==> config.mk <==
export PLATFORM = sky130hd
export DESIGN_NAME = unsol_inject
export DESIGN_NICKNAME = d
export VERILOG_FILES = /design/src/rtl/unsol_pkg.sv /design/src/rtl/unsol_lfsr.sv /design/src/rtl/unsol_delay_pick.sv /design/src/rtl/unsol_pacer.sv /design/src/rtl/unsol_inject.sv
export SDC_FILE = /design/constraint.sdc
export NUM_CORES = 1
export LEC_CHECK = 0
export ABC_AREA = 0
export BUFFER_PORTS_ARGS = -buffer_cell sky130_fd_sc_hd__buf_2
export CAP_MARGIN = 20
export CELL_PAD_IN_SITES_DETAIL_PLACEMENT = 1
export CELL_PAD_IN_SITES_GLOBAL_PLACEMENT = 1
export CORE_AREA = 8 8 164 166
export CTS_CLUSTER_DIAMETER = 80
export CTS_CLUSTER_SIZE = 16
export DETAILED_ROUTE_END_ITERATION = 8
export DIE_AREA = 0 0 172 174
export PLACE_DENSITY = 0.88
export SYNTH_ARGS = -nofsm -noshare
export SYNTH_HDL_FRONTEND = slang
export SYNTH_HIERARCHICAL = 1
export SYNTH_SLANG_ARGS = --single-unit
==> constraint.sdc <==
create_clock -name clk -period 45.5 [get_ports clk]
set_clock_uncertainty 0.1 [all_clocks]
set_input_delay 2.275 -clock clk [delete_from_list [all_inputs] [get_ports clk]]
set_output_delay 2.275 -clock clk [all_outputs]
set_load 0.005 [all_outputs]
==> src/rtl/unsol_pkg.sv <==
`timescale 1ns/1ps
package unsol_pkg;

  // Source selected for the registered output beat
  typedef enum logic [1:0] {
    SRC_NONE = 2'd0,
    SRC_PASS = 2'd1,
    SRC_INJ  = 2'd2
  } beat_src_e;

endpackage

==> src/rtl/unsol_lfsr.sv <==
`timescale 1ns/1ps
module unsol_lfsr #(
  parameter int          W    = 16,
  parameter logic [W-1:0] TAPS = 16'hB400,
  parameter logic [W-1:0] SEED = 16'hACE1
) (
  input  logic         clk,
  input  logic         rst,
  input  logic         adv_i,
  output logic [W-1:0] next_o
);

  logic [W-1:0] state_q;
  logic         fb;

  assign fb     = ^(state_q & TAPS);
  assign next_o = {state_q[W-2:0], fb};

  always_ff @(posedge clk) begin
    if (rst)        state_q <= SEED;
    else if (adv_i) state_q <= next_o;
  end

  // a nonzero seed never collapses to the all-zero lock-up state
  p_lfsr_nonzero_r4: assert property (@(posedge clk) disable iff (rst)
    adv_i |=> (state_q != '0));

endmodule

==> src/rtl/unsol_delay_pick.sv <==
`timescale 1ns/1ps
module unsol_delay_pick #(
  parameter int CNT_W  = 8,
  parameter int LFSR_W = 16
) (
  input  logic [CNT_W-1:0]  dly_min_i,
  input  logic [CNT_W-1:0]  dly_max_i,
  input  logic [LFSR_W-1:0] rnd_i,
  output logic [CNT_W-1:0]  reload_o
);

  localparam int SPAN_W = CNT_W + 1;
  localparam int MW     = (LFSR_W > SPAN_W) ? LFSR_W : SPAN_W;

  logic [SPAN_W-1:0] span;

  // Reversed bounds collapse to a single legal value: min
  always_comb begin
    if (dly_max_i >= dly_min_i)
      span = SPAN_W'(dly_max_i) - SPAN_W'(dly_min_i) + SPAN_W'(1);
    else
      span = SPAN_W'(1);
  end

  assign reload_o = CNT_W'(MW'(dly_min_i) + (MW'(rnd_i) % MW'(span)));

endmodule

==> src/rtl/unsol_pacer.sv <==
`timescale 1ns/1ps
module unsol_pacer #(
  parameter int CNT_W = 8
) (
  input  logic             clk,
  input  logic             rst,
  input  logic             en_i,
  input  logic             idle_i,
  input  logic             req_i,
  input  logic             pass_i,
  input  logic [CNT_W-1:0] reload_i,
  output logic             inject_o,
  output logic [CNT_W-1:0] cnt_o
);

  logic [CNT_W-1:0] cnt_q;
  logic             last_inj_q;
  logic             cnt_zero;

  assign cnt_zero = (cnt_q == '0);
  assign inject_o = en_i & idle_i & ~req_i & ~pass_i & cnt_zero & ~last_inj_q;
  assign cnt_o    = cnt_q;

  always_ff @(posedge clk) begin
    if (rst) begin
      cnt_q      <= reload_i;
      last_inj_q <= 1'b0;
    end else if (inject_o) begin
      cnt_q      <= reload_i;
      last_inj_q <= 1'b1;
    end else begin
      last_inj_q <= 1'b0;
      if (en_i && !req_i && !cnt_zero) cnt_q <= cnt_q - CNT_W'(1);
    end
  end

  // an enabled, request-free, non-injecting tick steps a nonzero count down
  p_count_down_r5: assert property (@(posedge clk) disable iff (rst)
    (en_i && !req_i && !inject_o && cnt_q != '0) |=> (cnt_q == $past(cnt_q) - CNT_W'(1)));

  // a new request freezes the counter
  p_freeze_on_req_r3: assert property (@(posedge clk) disable iff (rst)
    req_i |=> $stable(cnt_q));

  // an injection is never followed directly by another
  p_no_adjacent_r7: assert property (@(posedge clk) disable iff (rst)
    inject_o |=> !inject_o);

endmodule

==> src/rtl/unsol_inject.sv <==
`timescale 1ns/1ps
module unsol_inject #(
  parameter int          DATA_W    = 32,
  parameter int          ECC_W     = 7,
  parameter int          CNT_W     = 8,
  parameter int          OUT_W     = 4,
  parameter int          LFSR_W    = 16,
  parameter logic [15:0] LFSR_TAPS = 16'hB400,
  parameter logic [15:0] LFSR_SEED = 16'hACE1
) (
  input  logic                      clk,
  input  logic                      rst,
  input  logic                      en_i,
  input  logic [OUT_W-1:0]          outstanding_i,
  input  logic                      req_new_i,
  input  logic [CNT_W-1:0]          dly_min_i,
  input  logic [CNT_W-1:0]          dly_max_i,
  input  logic [DATA_W+ECC_W-1:0]   inj_word_i,
  input  logic                      inj_err_i,
  input  logic                      rsp_valid_i,
  input  logic [DATA_W+ECC_W-1:0]   rsp_word_i,
  input  logic                      rsp_err_i,
  output logic                      rsp_valid_o,
  output logic [DATA_W+ECC_W-1:0]   rsp_word_o,
  output logic                      rsp_err_o,
  output logic                      rsp_unsol_o
);
  import unsol_pkg::*;

  localparam int WORD_W = DATA_W + ECC_W;

  logic [LFSR_W-1:0] lfsr_next;
  logic [LFSR_W-1:0] pick_src;
  logic [CNT_W-1:0]  reload;
  logic [CNT_W-1:0]  cnt;
  logic              inject;
  logic              idle;
  beat_src_e         src;

  assign idle     = (outstanding_i == '0);
  assign pick_src = rst ? LFSR_W'(LFSR_SEED) : lfsr_next;

  unsol_lfsr #(
    .W    (LFSR_W),
    .TAPS (LFSR_W'(LFSR_TAPS)),
    .SEED (LFSR_W'(LFSR_SEED))
  ) u_lfsr (
    .clk    (clk),
    .rst    (rst),
    .adv_i  (inject),
    .next_o (lfsr_next)
  );

  unsol_delay_pick #(
    .CNT_W  (CNT_W),
    .LFSR_W (LFSR_W)
  ) u_pick (
    .dly_min_i (dly_min_i),
    .dly_max_i (dly_max_i),
    .rnd_i     (pick_src),
    .reload_o  (reload)
  );

  unsol_pacer #(
    .CNT_W (CNT_W)
  ) u_pacer (
    .clk      (clk),
    .rst      (rst),
    .en_i     (en_i),
    .idle_i   (idle),
    .req_i    (req_new_i),
    .pass_i   (rsp_valid_i),
    .reload_i (reload),
    .inject_o (inject),
    .cnt_o    (cnt)
  );

  always_comb begin
    if (rsp_valid_i)  src = SRC_PASS;
    else if (inject)  src = SRC_INJ;
    else              src = SRC_NONE;
  end

  always_ff @(posedge clk) begin
    if (rst) begin
      rsp_valid_o <= 1'b0;
      rsp_unsol_o <= 1'b0;
      rsp_word_o  <= '0;
      rsp_err_o   <= 1'b0;
    end else begin
      case (src)
        SRC_PASS: begin
          rsp_valid_o <= 1'b1;
          rsp_unsol_o <= 1'b0;
          rsp_word_o  <= rsp_word_i;
          rsp_err_o   <= rsp_err_i;
        end
        SRC_INJ: begin
          rsp_valid_o <= 1'b1;
          rsp_unsol_o <= 1'b1;
          rsp_word_o  <= inj_word_i;
          rsp_err_o   <= inj_err_i;
        end
        default: begin
          rsp_valid_o <= 1'b0;
          rsp_unsol_o <= 1'b0;
          rsp_word_o  <= '0;
          rsp_err_o   <= 1'b0;
        end
      endcase
    end
  end

  // the tag never appears without a valid beat
  p_tag_with_valid_r6: assert property (@(posedge clk) disable iff (rst)
    rsp_unsol_o |-> rsp_valid_o);

  // busy interface blocks injection
  p_idle_gate_r2: assert property (@(posedge clk) disable iff (rst)
    (outstanding_i != '0) |=> !rsp_unsol_o);

  // a new request wins the tick
  p_req_wins_r3: assert property (@(posedge clk) disable iff (rst)
    req_new_i |=> !rsp_unsol_o);

  // valid and tag drop after an injected beat
  p_drop_after_r7: assert property (@(posedge clk) disable iff (rst)
    rsp_unsol_o |=> (!rsp_unsol_o && !rsp_valid_o) || $past(rsp_valid_i));

  // disabled block stays silent
  p_disabled_r9: assert property (@(posedge clk) disable iff (rst)
    !en_i |=> !rsp_unsol_o);

  // reload lands in the configured range
  p_reload_range_r4: assert property (@(posedge clk) disable iff (rst)
    (inject && dly_min_i <= dly_max_i) |=>
      (cnt >= $past(dly_min_i) && cnt <= $past(dly_max_i)));

  // forwarded beat carries the incoming word
  p_pass_word_r8: assert property (@(posedge clk) disable iff (rst)
    rsp_valid_i |=> (rsp_valid_o && !rsp_unsol_o && rsp_word_o == $past(rsp_word_i)));

endmodule

==> reports/results.txt, run 1 <==
Multi-input gate area: 8520 um2
Initial antenna violation count: 1
Die Height: 174 um
Outcome: completed
GP Congestion: 0.927
Port Buf Inserts: 146
Final nets: 1692
Finished Core Util: 0.480
Sequential area share after synthesis: 0.135
Slew at the pin with the worst max-slew slack: 0.969 ns
Critical path buffers and inverters: 6
Slowest CP cell: nor4_4
Setup WS post-layout: 2.90 ns
F_max: 23.5 MHz
Clock root cell: clkbuf_16
Pre-antenna DRT Iters: 5
Final worst-path cycle share: 0.936
Worst setup EP type: flip-flop
# IOs: 147
Cts hold-fix bufs: 0
Skew-Pair Late Insertion Delay: 0.33 ns
Required @ worst endpoint: 45.46 ns
RSZ-0062 raised after global routing: no
Clock-pin transition on the worst setup and hold timing paths: 0.06 ns
Warnings from Yosys: 6
CTS Buf Count: 9
Clk buf depth: 2
Routed len/inst: 20.3 um
Final HPWL DP: 28.9 mm
CP Class: in -> reg
Core Box Area: 24500 um2
Final Slew Violations: 0
CP Max Fanout: 17
Post-synth top flop: dfxtp_1
Deepest level of the CTS H-tree: 3
Row count: 58
Total of max-cap violations: 0
Post-CTS Setup Bufs: 0
First-pass GRT wire length: 58.4 mm
Mean cell area of the mapped netlist: 7.80 um2
CP arrival: 42.56 ns
Worst slack, placed: 2.21 ns
Fillers: 3134
Vias in the first global route: 11454
DRC viols: 0
Critical Path Max Stage Delay: 0.65 ns
Final WL: 36.4 mm
Synth-to-Final Area Change: 11.6%
Setup TNS: 0 ns
Initial Util: 0.430
Vias: 10810
Syn Inst Count: 1352
Grt total ovfl: 0
Synth Register Bits: 67
Slew Limit Headroom: 0.354
Post-synthesis cell area: 10600 um2
CTS tree: built
Post-synth ARST share: 0
Initial drt markers: 564
Register area: 1420 um2
Post-route minimum period: 42.60 ns
Post-synth EDFFs: 8
Total GRT Usage: 0.237
Largest net degree at the start of global routing: 83
Synth Net Count: 1584
Final Setup Violations: 0
CP startpoint kind: input pin
Final Hold Fails: 0
Die ar.: 29900 um2
Vias per cell: 6.02
Worst Hold Class: reg -> reg
CTS sink cnt: 67
Layout cells sized above 1: 0.197
Cell family with most CP delay: compound AO/OA/AOI/OAI gates
Final ANT Viol Nets: 0
Width of the chip: 172 um
Yosys cell types: 103
[stage by stage]
step	area, um2	hold WS [ns]	instances
after global routing	11800	0.446	1796
after CTS	11700	0.409	1795
after global placement	11400	0.381	1779
final	11800	0.405	1796
after floorplan	10600	0.363	1352
after detailed placement	11400	0.391	1779
[Yosys cell counts (22+ instances only)]
cell	count	area share
buf_4	27	0.019
mux2i_1	24	0.023
inv_1	62	0.022
xnor2_1	81	0.067
nand3_1	26	0.012
nor2b_1	22	0.013
xor2_1	32	0.027
o21ai_0	45	0.021
ha_1	121	0.14
a21oi_2	29	0.024
a21o_1	27	0.019
a21oi_1	109	0.052
mux2_2	29	0.031
nand3b_1	42	0.030
dfxtp_1	59	0.11
nand2_1	150	0.053
nor2_1	99	0.035
[registers in the layout, summed over array words and instances, names as in the netlist]
| register | flops |
|---|---|
| rsp_unsol_o | 1 |
| rsp_err_o | 1 |
| u_pacer/last_inj_q | 1 |
| u_lfsr/state_q | 16 |
| u_pacer/cnt_o | 8 |
| rsp_valid_o | 1 |
| rsp_word_o | 39 |
[tightest hold or removal path, stage by stage (launching register included)]
cell and delay [ns]:
dfxtp_1 0.34, mux2i_1 0.07, nand2_1 0.06
[cell type report]
cell class / instances / area share
well taps: 330 / 0.0351
clock inverters: 7 / 0.0105
inverters: 64 / 0.0204
flip-flops and latches: 67 / 0.121
diodes: 1 / 0.000212
multi-input cells: 1159 / 0.724
clock buffers: 9 / 0.0191
repair buffers: 159 / 0.0703
[routing by layer]
layer,vias to the layer above,track usage,wire (um)
met5,-,0,0
met4,0,0.0938,1210
met3,100,0.0538,2470
met2,368,0.410,17700
met1,5220,0.278,15000
li1,5122,-,-
[cell usage in the layout (no fill, tap or decap), types with 7 or more instances in the layout]
master / netlist / layout
a211oi_1: 18 / 18
a21o_1: 27 / 27
a21oi_1: 109 / 109
a21oi_2: 29 / 29
a31oi_1: 9 / 9
and2_1: 10 / 10
and3_1: 7 / 7
buf_2: 13 / 146
buf_4: 27 / 13
clkbuf_16: 0 / 9
dfxtp_1: 59 / 59
edfxtp_1: 8 / 8
ha_1: 121 / 121
inv_1: 62 / 62
mux2_2: 29 / 29
mux2i_1: 24 / 24
nand2_1: 150 / 149
nand2b_1: 19 / 19
nand3_1: 26 / 26
nand3b_1: 42 / 42
nand4_1: 10 / 10
nor2_1: 99 / 97
nor2b_1: 22 / 22
nor3_1: 20 / 20
nor4_1: 13 / 12
o21a_1: 11 / 11
o21ai_0: 45 / 45
o21ai_1: 9 / 9
o21bai_1: 19 / 19
o31ai_1: 13 / 13
or2_1: 13 / 13
or3_1: 8 / 8
xnor2_1: 81 / 81
xor2_1: 32 / 32
[repair_timing]
item,CTS,global route
resized for setup,0,6
setup endpoints to repair,0,8
endpoints found under the hold margin,0,0
[final timing paths]
path,slack [ns],cells after the start,startpoint,end
max,2.90,161,dly_min_i[1],u_pacer/cnt_o[7]$_DFFE_PP_
min,0.41,2,u_lfsr/state_q[15]$_SDFFE_PP1P_,u_lfsr/state_q[15]$_SDFFE_PP1P_
max reg2reg,6.89,151,u_lfsr/state_q[14]$_SDFFE_PP0P_,u_pacer/cnt_o[7]$_DFFE_PP_
min reg2reg,0.41,2,u_lfsr/state_q[15]$_SDFFE_PP1P_,u_lfsr/state_q[15]$_SDFFE_PP1P_
[cell families after synthesis]
logic type / synth area share
xor+xnor: 0.0938
buf+inv: 0.0604
mux: 0.0601
simple gates: 0.232
flops: 0.135
fa+ha+maj: 0.156
compound gates: 0.263
Power of run 1 is not shown: default switching activity piles up to over one toggle a cycle in this logic, so the estimate is an artifact.
==> run 2: changes to the inputs <==
--- a/config.mk
+++ b/config.mk
@@ -15,7 +15,8 @@
 export CTS_CLUSTER_SIZE = 16
 export DETAILED_ROUTE_END_ITERATION = 8
 export DIE_AREA = 0 0 172 174
-export PLACE_DENSITY = 0.88
+export MAX_ROUTING_LAYER = met4
+export PLACE_DENSITY = 0.89
 export SYNTH_ARGS = -nofsm -noshare
 export SYNTH_HDL_FRONTEND = slang
 export SYNTH_HIERARCHICAL = 1
==> run 2 against run 1 <==
Net effect:
- setup slack gained 0.17 ns
- final cell count unchanged
- sequential share of layout area is 0.054 points higher
- die area is the same
- critical path depth unchanged
- design area shrank 0.45%
- fmax is 0.41% higher
- global-route usage is 0.81 points higher
- first-iteration DRC count fell by 13%
- register-to-register slack gained 0.17 ns
- non-clock buffer count increased by 1
- critical path type unchanged
- largest cell class unchanged
==> reports/results.txt, run 2 (synthesis gave the netlist of run 1 again) <==
Outcome: completed
RSZ-0062 raised after global routing: no
First-pass GRT wire length: 58.4 mm
Antenna fix cells: 0
CP startpoint kind: input pin
Worst Reg-to-Reg Cells: 151
Final ANT Viol Nets: 0
Most flops, register: rsp_word_o
Largest register FFs: 39
Slew at the pin with the worst max-slew slack: 0.891 ns
Required @ worst endpoint: 45.46 ns
Post-CTS Setup Bufs: 0
Synth-to-Final Area Change: 11.1%
Clock-pin transition on the worst setup and hold timing paths: 0.06 ns
Setup TNS: 0 ns
Vias per cell: 6.04
CTS sink cnt: 67
F_max: 23.6 MHz
Total GRT Usage: 0.246
CP arrival: 42.38 ns
Layout cells sized above 1: 0.196
Finished Core Util: 0.478
Final worst-path cycle share: 0.932
# IOs: 147
Post-route minimum period: 42.42 ns
Port Buf Inserts: 146
Initial Util: 0.430
Row count: 58
Final WL: 36.4 mm
Highest-count cells in the layout ignoring fill and taps: 149 x nand2_1, 146 x buf_2, 121 x ha_1
Final Setup Violations: 0
Leading cell type in the layout, fill and taps excluded: nand2_1
Routed len/inst: 20.3 um
Width of the chip: 172 um
Clk buf depth: 2
Grt total ovfl: 0
Critical Path Max Stage Delay: 0.61 ns
Worst setup EP type: flip-flop
Initial drt markers: 489
CTS Buf Count: 9
Clock root cell: clkbuf_16
CP Class: in -> reg
Largest net degree at the start of global routing: 84
Die ar.: 29900 um2
DRC viols: 0
Cts hold-fix bufs: 0
WHS Path Cells: 2
CP Max Fanout: 17
Vias: 10841
Vias in the first global route: 11749
Initial antenna violation count: 0
Slew Limit Headroom: 0.406
Core Box Area: 24500 um2
Total of max-cap violations: 0
Final Slew Violations: 0
Final HPWL DP: 29.4 mm
Die Height: 174 um
Deepest level of the CTS H-tree: 3
Skew-Pair Late Insertion Delay: 0.33 ns
Worst Hold Class: reg -> reg
Slowest CP cell: nor4_1
CTS tree: built
GP Congestion: 0.931
Final Hold Fails: 0
Pre-antenna DRT Iters: 4
Final nets: 1693
## run 2: through the flow
stage	std cells	hold slack [ns]	setup slack [ns]	instance area [um2]
final	1796	0.416	3.08	11700
after global routing	1796	0.463	0.0100	11700
after CTS	1796	0.422	2.50	11700
after detailed placement	1780	0.406	2.23	11400
after global placement	1780	0.377	4.33	11400
after floorplan	1352	0.363	9.42	10600
## run 2: worst max-delay path: cells and delay by family
family	cells	cell delay (ns)
AO/OA/AOI/OAI	79	19.82
AND/OR/NAND/NOR	46	11.23
adder cells (fa/ha/maj)	19	6.05
XOR/XNOR	8	1.31
multiplexers	3	0.96
buffers and inverters	6	0.69
## run 2: layer usage
layer,track usage,vias to the layer above,share of wire
met2,0.412,341,0.49
met4,0.106,0,0.042
met5,-,-,0
li1,-,5119,-
met3,0.0413,103,0.056
met1,0.283,5278,0.42
## run 2: layout make-up
| class | instances | area (um2) |
|---|---|---|
| Clock inverter | 4 | 51.3 |
| Fill cell | 3175 | 12800 |
| Multi-Input combinational cell | 1159 | 8520 |
| Timing Repair Buffer | 160 | 836 |
| Sequential cell | 67 | 1420 |
| Clock buffer | 12 | 246 |
| Tap cell | 330 | 413 |
| Inverter | 64 | 240 |
## run 2: what timing repair did
action	CTS	global route
hold endpoints to repair	0	0
endpoints found under the setup margin	0	8
resized for setup	0	5
## run 2: path summary, 6_finish.rpt
check / from / endpoint / slack (ns)
worst max-delay path: dly_min_i[1] / u_pacer/cnt_o[7]$_DFFE_PP_ / 3.08
worst min register to register: u_lfsr/state_q[4]$_SDFFE_PP0P_ / u_lfsr/state_q[5]$_SDFFE_PP1P_ / 0.42
worst max register to register: u_lfsr/state_q[14]$_SDFFE_PP0P_ / u_pacer/cnt_o[7]$_DFFE_PP_ / 7.06
worst min-delay path: u_lfsr/state_q[4]$_SDFFE_PP0P_ / u_lfsr/state_q[5]$_SDFFE_PP1P_ / 0.42
Power of run 2 is left out for the same reason.
==> run 3: changes to the inputs <==
--- a/config.mk
+++ b/config.mk
@@ -10,13 +10,14 @@
 export CAP_MARGIN = 20
 export CELL_PAD_IN_SITES_DETAIL_PLACEMENT = 1
 export CELL_PAD_IN_SITES_GLOBAL_PLACEMENT = 1
-export CORE_AREA = 8 8 164 166
+export CORE_AREA = 8 8 163 165
+export CTS_BUF_LIST = sky130_fd_sc_hd__clkbuf_2
 export CTS_CLUSTER_DIAMETER = 80
 export CTS_CLUSTER_SIZE = 16
 export DETAILED_ROUTE_END_ITERATION = 8
-export DIE_AREA = 0 0 172 174
+export DIE_AREA = 0 0 171 173
 export MAX_ROUTING_LAYER = met4
-export PLACE_DENSITY = 0.89
+export PLACE_DENSITY = 0.9
 export SYNTH_ARGS = -nofsm -noshare
 export SYNTH_HDL_FRONTEND = slang
 export SYNTH_HIERARCHICAL = 1
==> run 3 against run 2 <==
Net effect:
- non-clock buffer count unchanged
- via count is 0.44% higher
- largest cell class unchanged
- utilization rose by 0.49 points
==> reports/results.txt, run 3 (synthesis gave the netlist of run 1 again) <==
Outcome: completed
Clock root cell: clkbuf_2
Worst Hold Launch: u_lfsr/state_q[4]$_SDFFE_PP0P_
Non-filler cells in the finished layout: 1793
Vias: 10889
Placed insts: 1774
Final ANT Viol Nets: 0
Clk buf depth: 2
Final nets: 1693
Routed len/inst: 20.6 um
Hold WS: 0.419 ns
Initial drt markers: 573
Port Buf Inserts: 146
Row count: 57
Required @ worst endpoint: 45.70 ns
Vias per cell: 6.07
Final Hold Fails: 0
Highest-count cells in the layout ignoring fill and taps: 149 x nand2_1, 146 x buf_2, 121 x ha_1
Die Height: 173 um
Worst Reg-to-Reg Cells: 152
Vias in the first global route: 11729
Most frequent cell on the critical path: a21oi_1
Final instance area: 11600 um2
Critical path buffers and inverters: 6
DRC viols: 0
Register-to-register setup slack: 6.77 ns
Final HPWL DP: 30.0 mm
Initial Util: 0.440
F_max: 23.5 MHz
Final Setup Violations: 0
Synth-to-Final Area Change: 9.67%
Initial antenna violation count: 2
Width of the chip: 171 um
Reg-to-reg startpoint: u_lfsr/state_q[14]$_SDFFE_PP0P_
CP Max Fanout: 17
Skew-Pair Late Insertion Delay: 0.53 ns
Reg-to-reg endpoint: u_pacer/cnt_o[7]$_DFFE_PP_
Pre-antenna DRT Iters: 5
Final WL: 37.0 mm
Clock-pin transition on the worst setup and hold timing paths: 0.23 ns
GP Congestion: 0.971
Worst setup EP type: flip-flop
RSZ-0062 raised after global routing: no
Layout cells sized above 1: 0.197
Total GRT Usage: 0.249
Worst Hold Class: reg -> reg
Slowest CP cell: nor4_1
Setup crit start: dly_min_i[1]
CTS sink cnt: 67
Most flops, register: rsp_word_o
Placed cell area: 11400 um2
# IOs: 147
CTS tree: built
Slew Limit Headroom: 0.307
Cts hold-fix bufs: 0
Largest net degree at the start of global routing: 83
Slew at the pin with the worst max-slew slack: 1.04 ns
Grt total ovfl: 0
Die ar.: 29600 um2
Post-CTS Setup Bufs: 0
Core Box Area: 24000 um2
CP arrival: 42.77 ns
Total of max-cap violations: 0
First-pass GRT wire length: 58.9 mm
Fillers: 3090
Leading cell type in the layout, fill and taps excluded: nand2_1
Cell family with most CP delay: compound AO/OA/AOI/OAI gates
Hold Path End: u_lfsr/state_q[5]$_SDFFE_PP1P_
Final Slew Violations: 0
Final worst-path cycle share: 0.936
CP startpoint kind: input pin
Post-route minimum period: 42.57 ns
CP Class: in -> reg
CTS Buf Count: 9
Largest register FFs: 39
Deepest level of the CTS H-tree: 3
Setup TNS: 0 ns
Resized Gates After CTS: 0
WHS Path Cells: 2
Critical Path Max Stage Delay: 0.59 ns
[run 3: changes by cell type in the layout (fill, tap and decap cells not counted), moves of 2 or more]
cell / previous run / this run
clkbuf_1: 2 / 0
clkbuf_16: 9 / 0
clkbuf_2: 0 / 9
diode_2: 0 / 3
inv_6: 0 / 3
[run 3: metrics by stage]
stage	worst slack [ns]	util
floorplan	9.42	-
global placement	4.35	0.476
detailed placement	1.88	0.476
CTS	2.44	0.482
global route	0.0858	0.483
finish	2.93	0.483
[run 3: worst max-delay path by stage]
stage                                      end  slack, ns  depth (start not counted)
global route        u_pacer/cnt_o[7]$_DFFE_PP_       0.09                        162
CTS                 u_pacer/cnt_o[7]$_DFFE_PP_       2.44                        161
finish              u_pacer/cnt_o[7]$_DFFE_PP_       2.93                        162
global placement    u_pacer/cnt_o[7]$_DFFE_PP_       4.35                        161
detailed placement  u_pacer/cnt_o[7]$_DFFE_PP_       1.88                        161
floorplan           u_pacer/cnt_o[7]$_DFFE_PP_       9.42                        167
[run 3: final cells by class]
cell class,instances,area [um2],share of cell area
timing repair buffer,160,836,0.0722
antenna,3,7.51,0.000649
clock buffer,9,45.0,0.00389
tap,324,405,0.0350
multi-input combinational,1159,8520,0.736
inverter,64,240,0.0208
sequential,67,1420,0.123
clock inverter,7,98.8,0.00854
[run 3: layer usage]
metal / track usage / share of wire / vias up
met4: 0.117 / 0.043 / 0
met5: - / 0 / -
met2: 0.426 / 0.49 / 379
met3: 0.0465 / 0.057 / 126
li1: - / - / 5127
met1: 0.275 / 0.41 / 5257
[run 3: worst reg2reg max path: cells and delay by family (launching register included)]
family | cells | cell delay, ns
AOI/OAI and AO/OA | 79 | 19.83
and+or+nand+nor | 45 | 10.67
adders and majority gates | 16 | 5.29
xor gates and xnor gates | 7 | 1.13
muxes | 2 | 0.65
buffers and inverters | 3 | 0.44
DFF | 1 | 0.41
Power of run 3 is left out for the same reason.
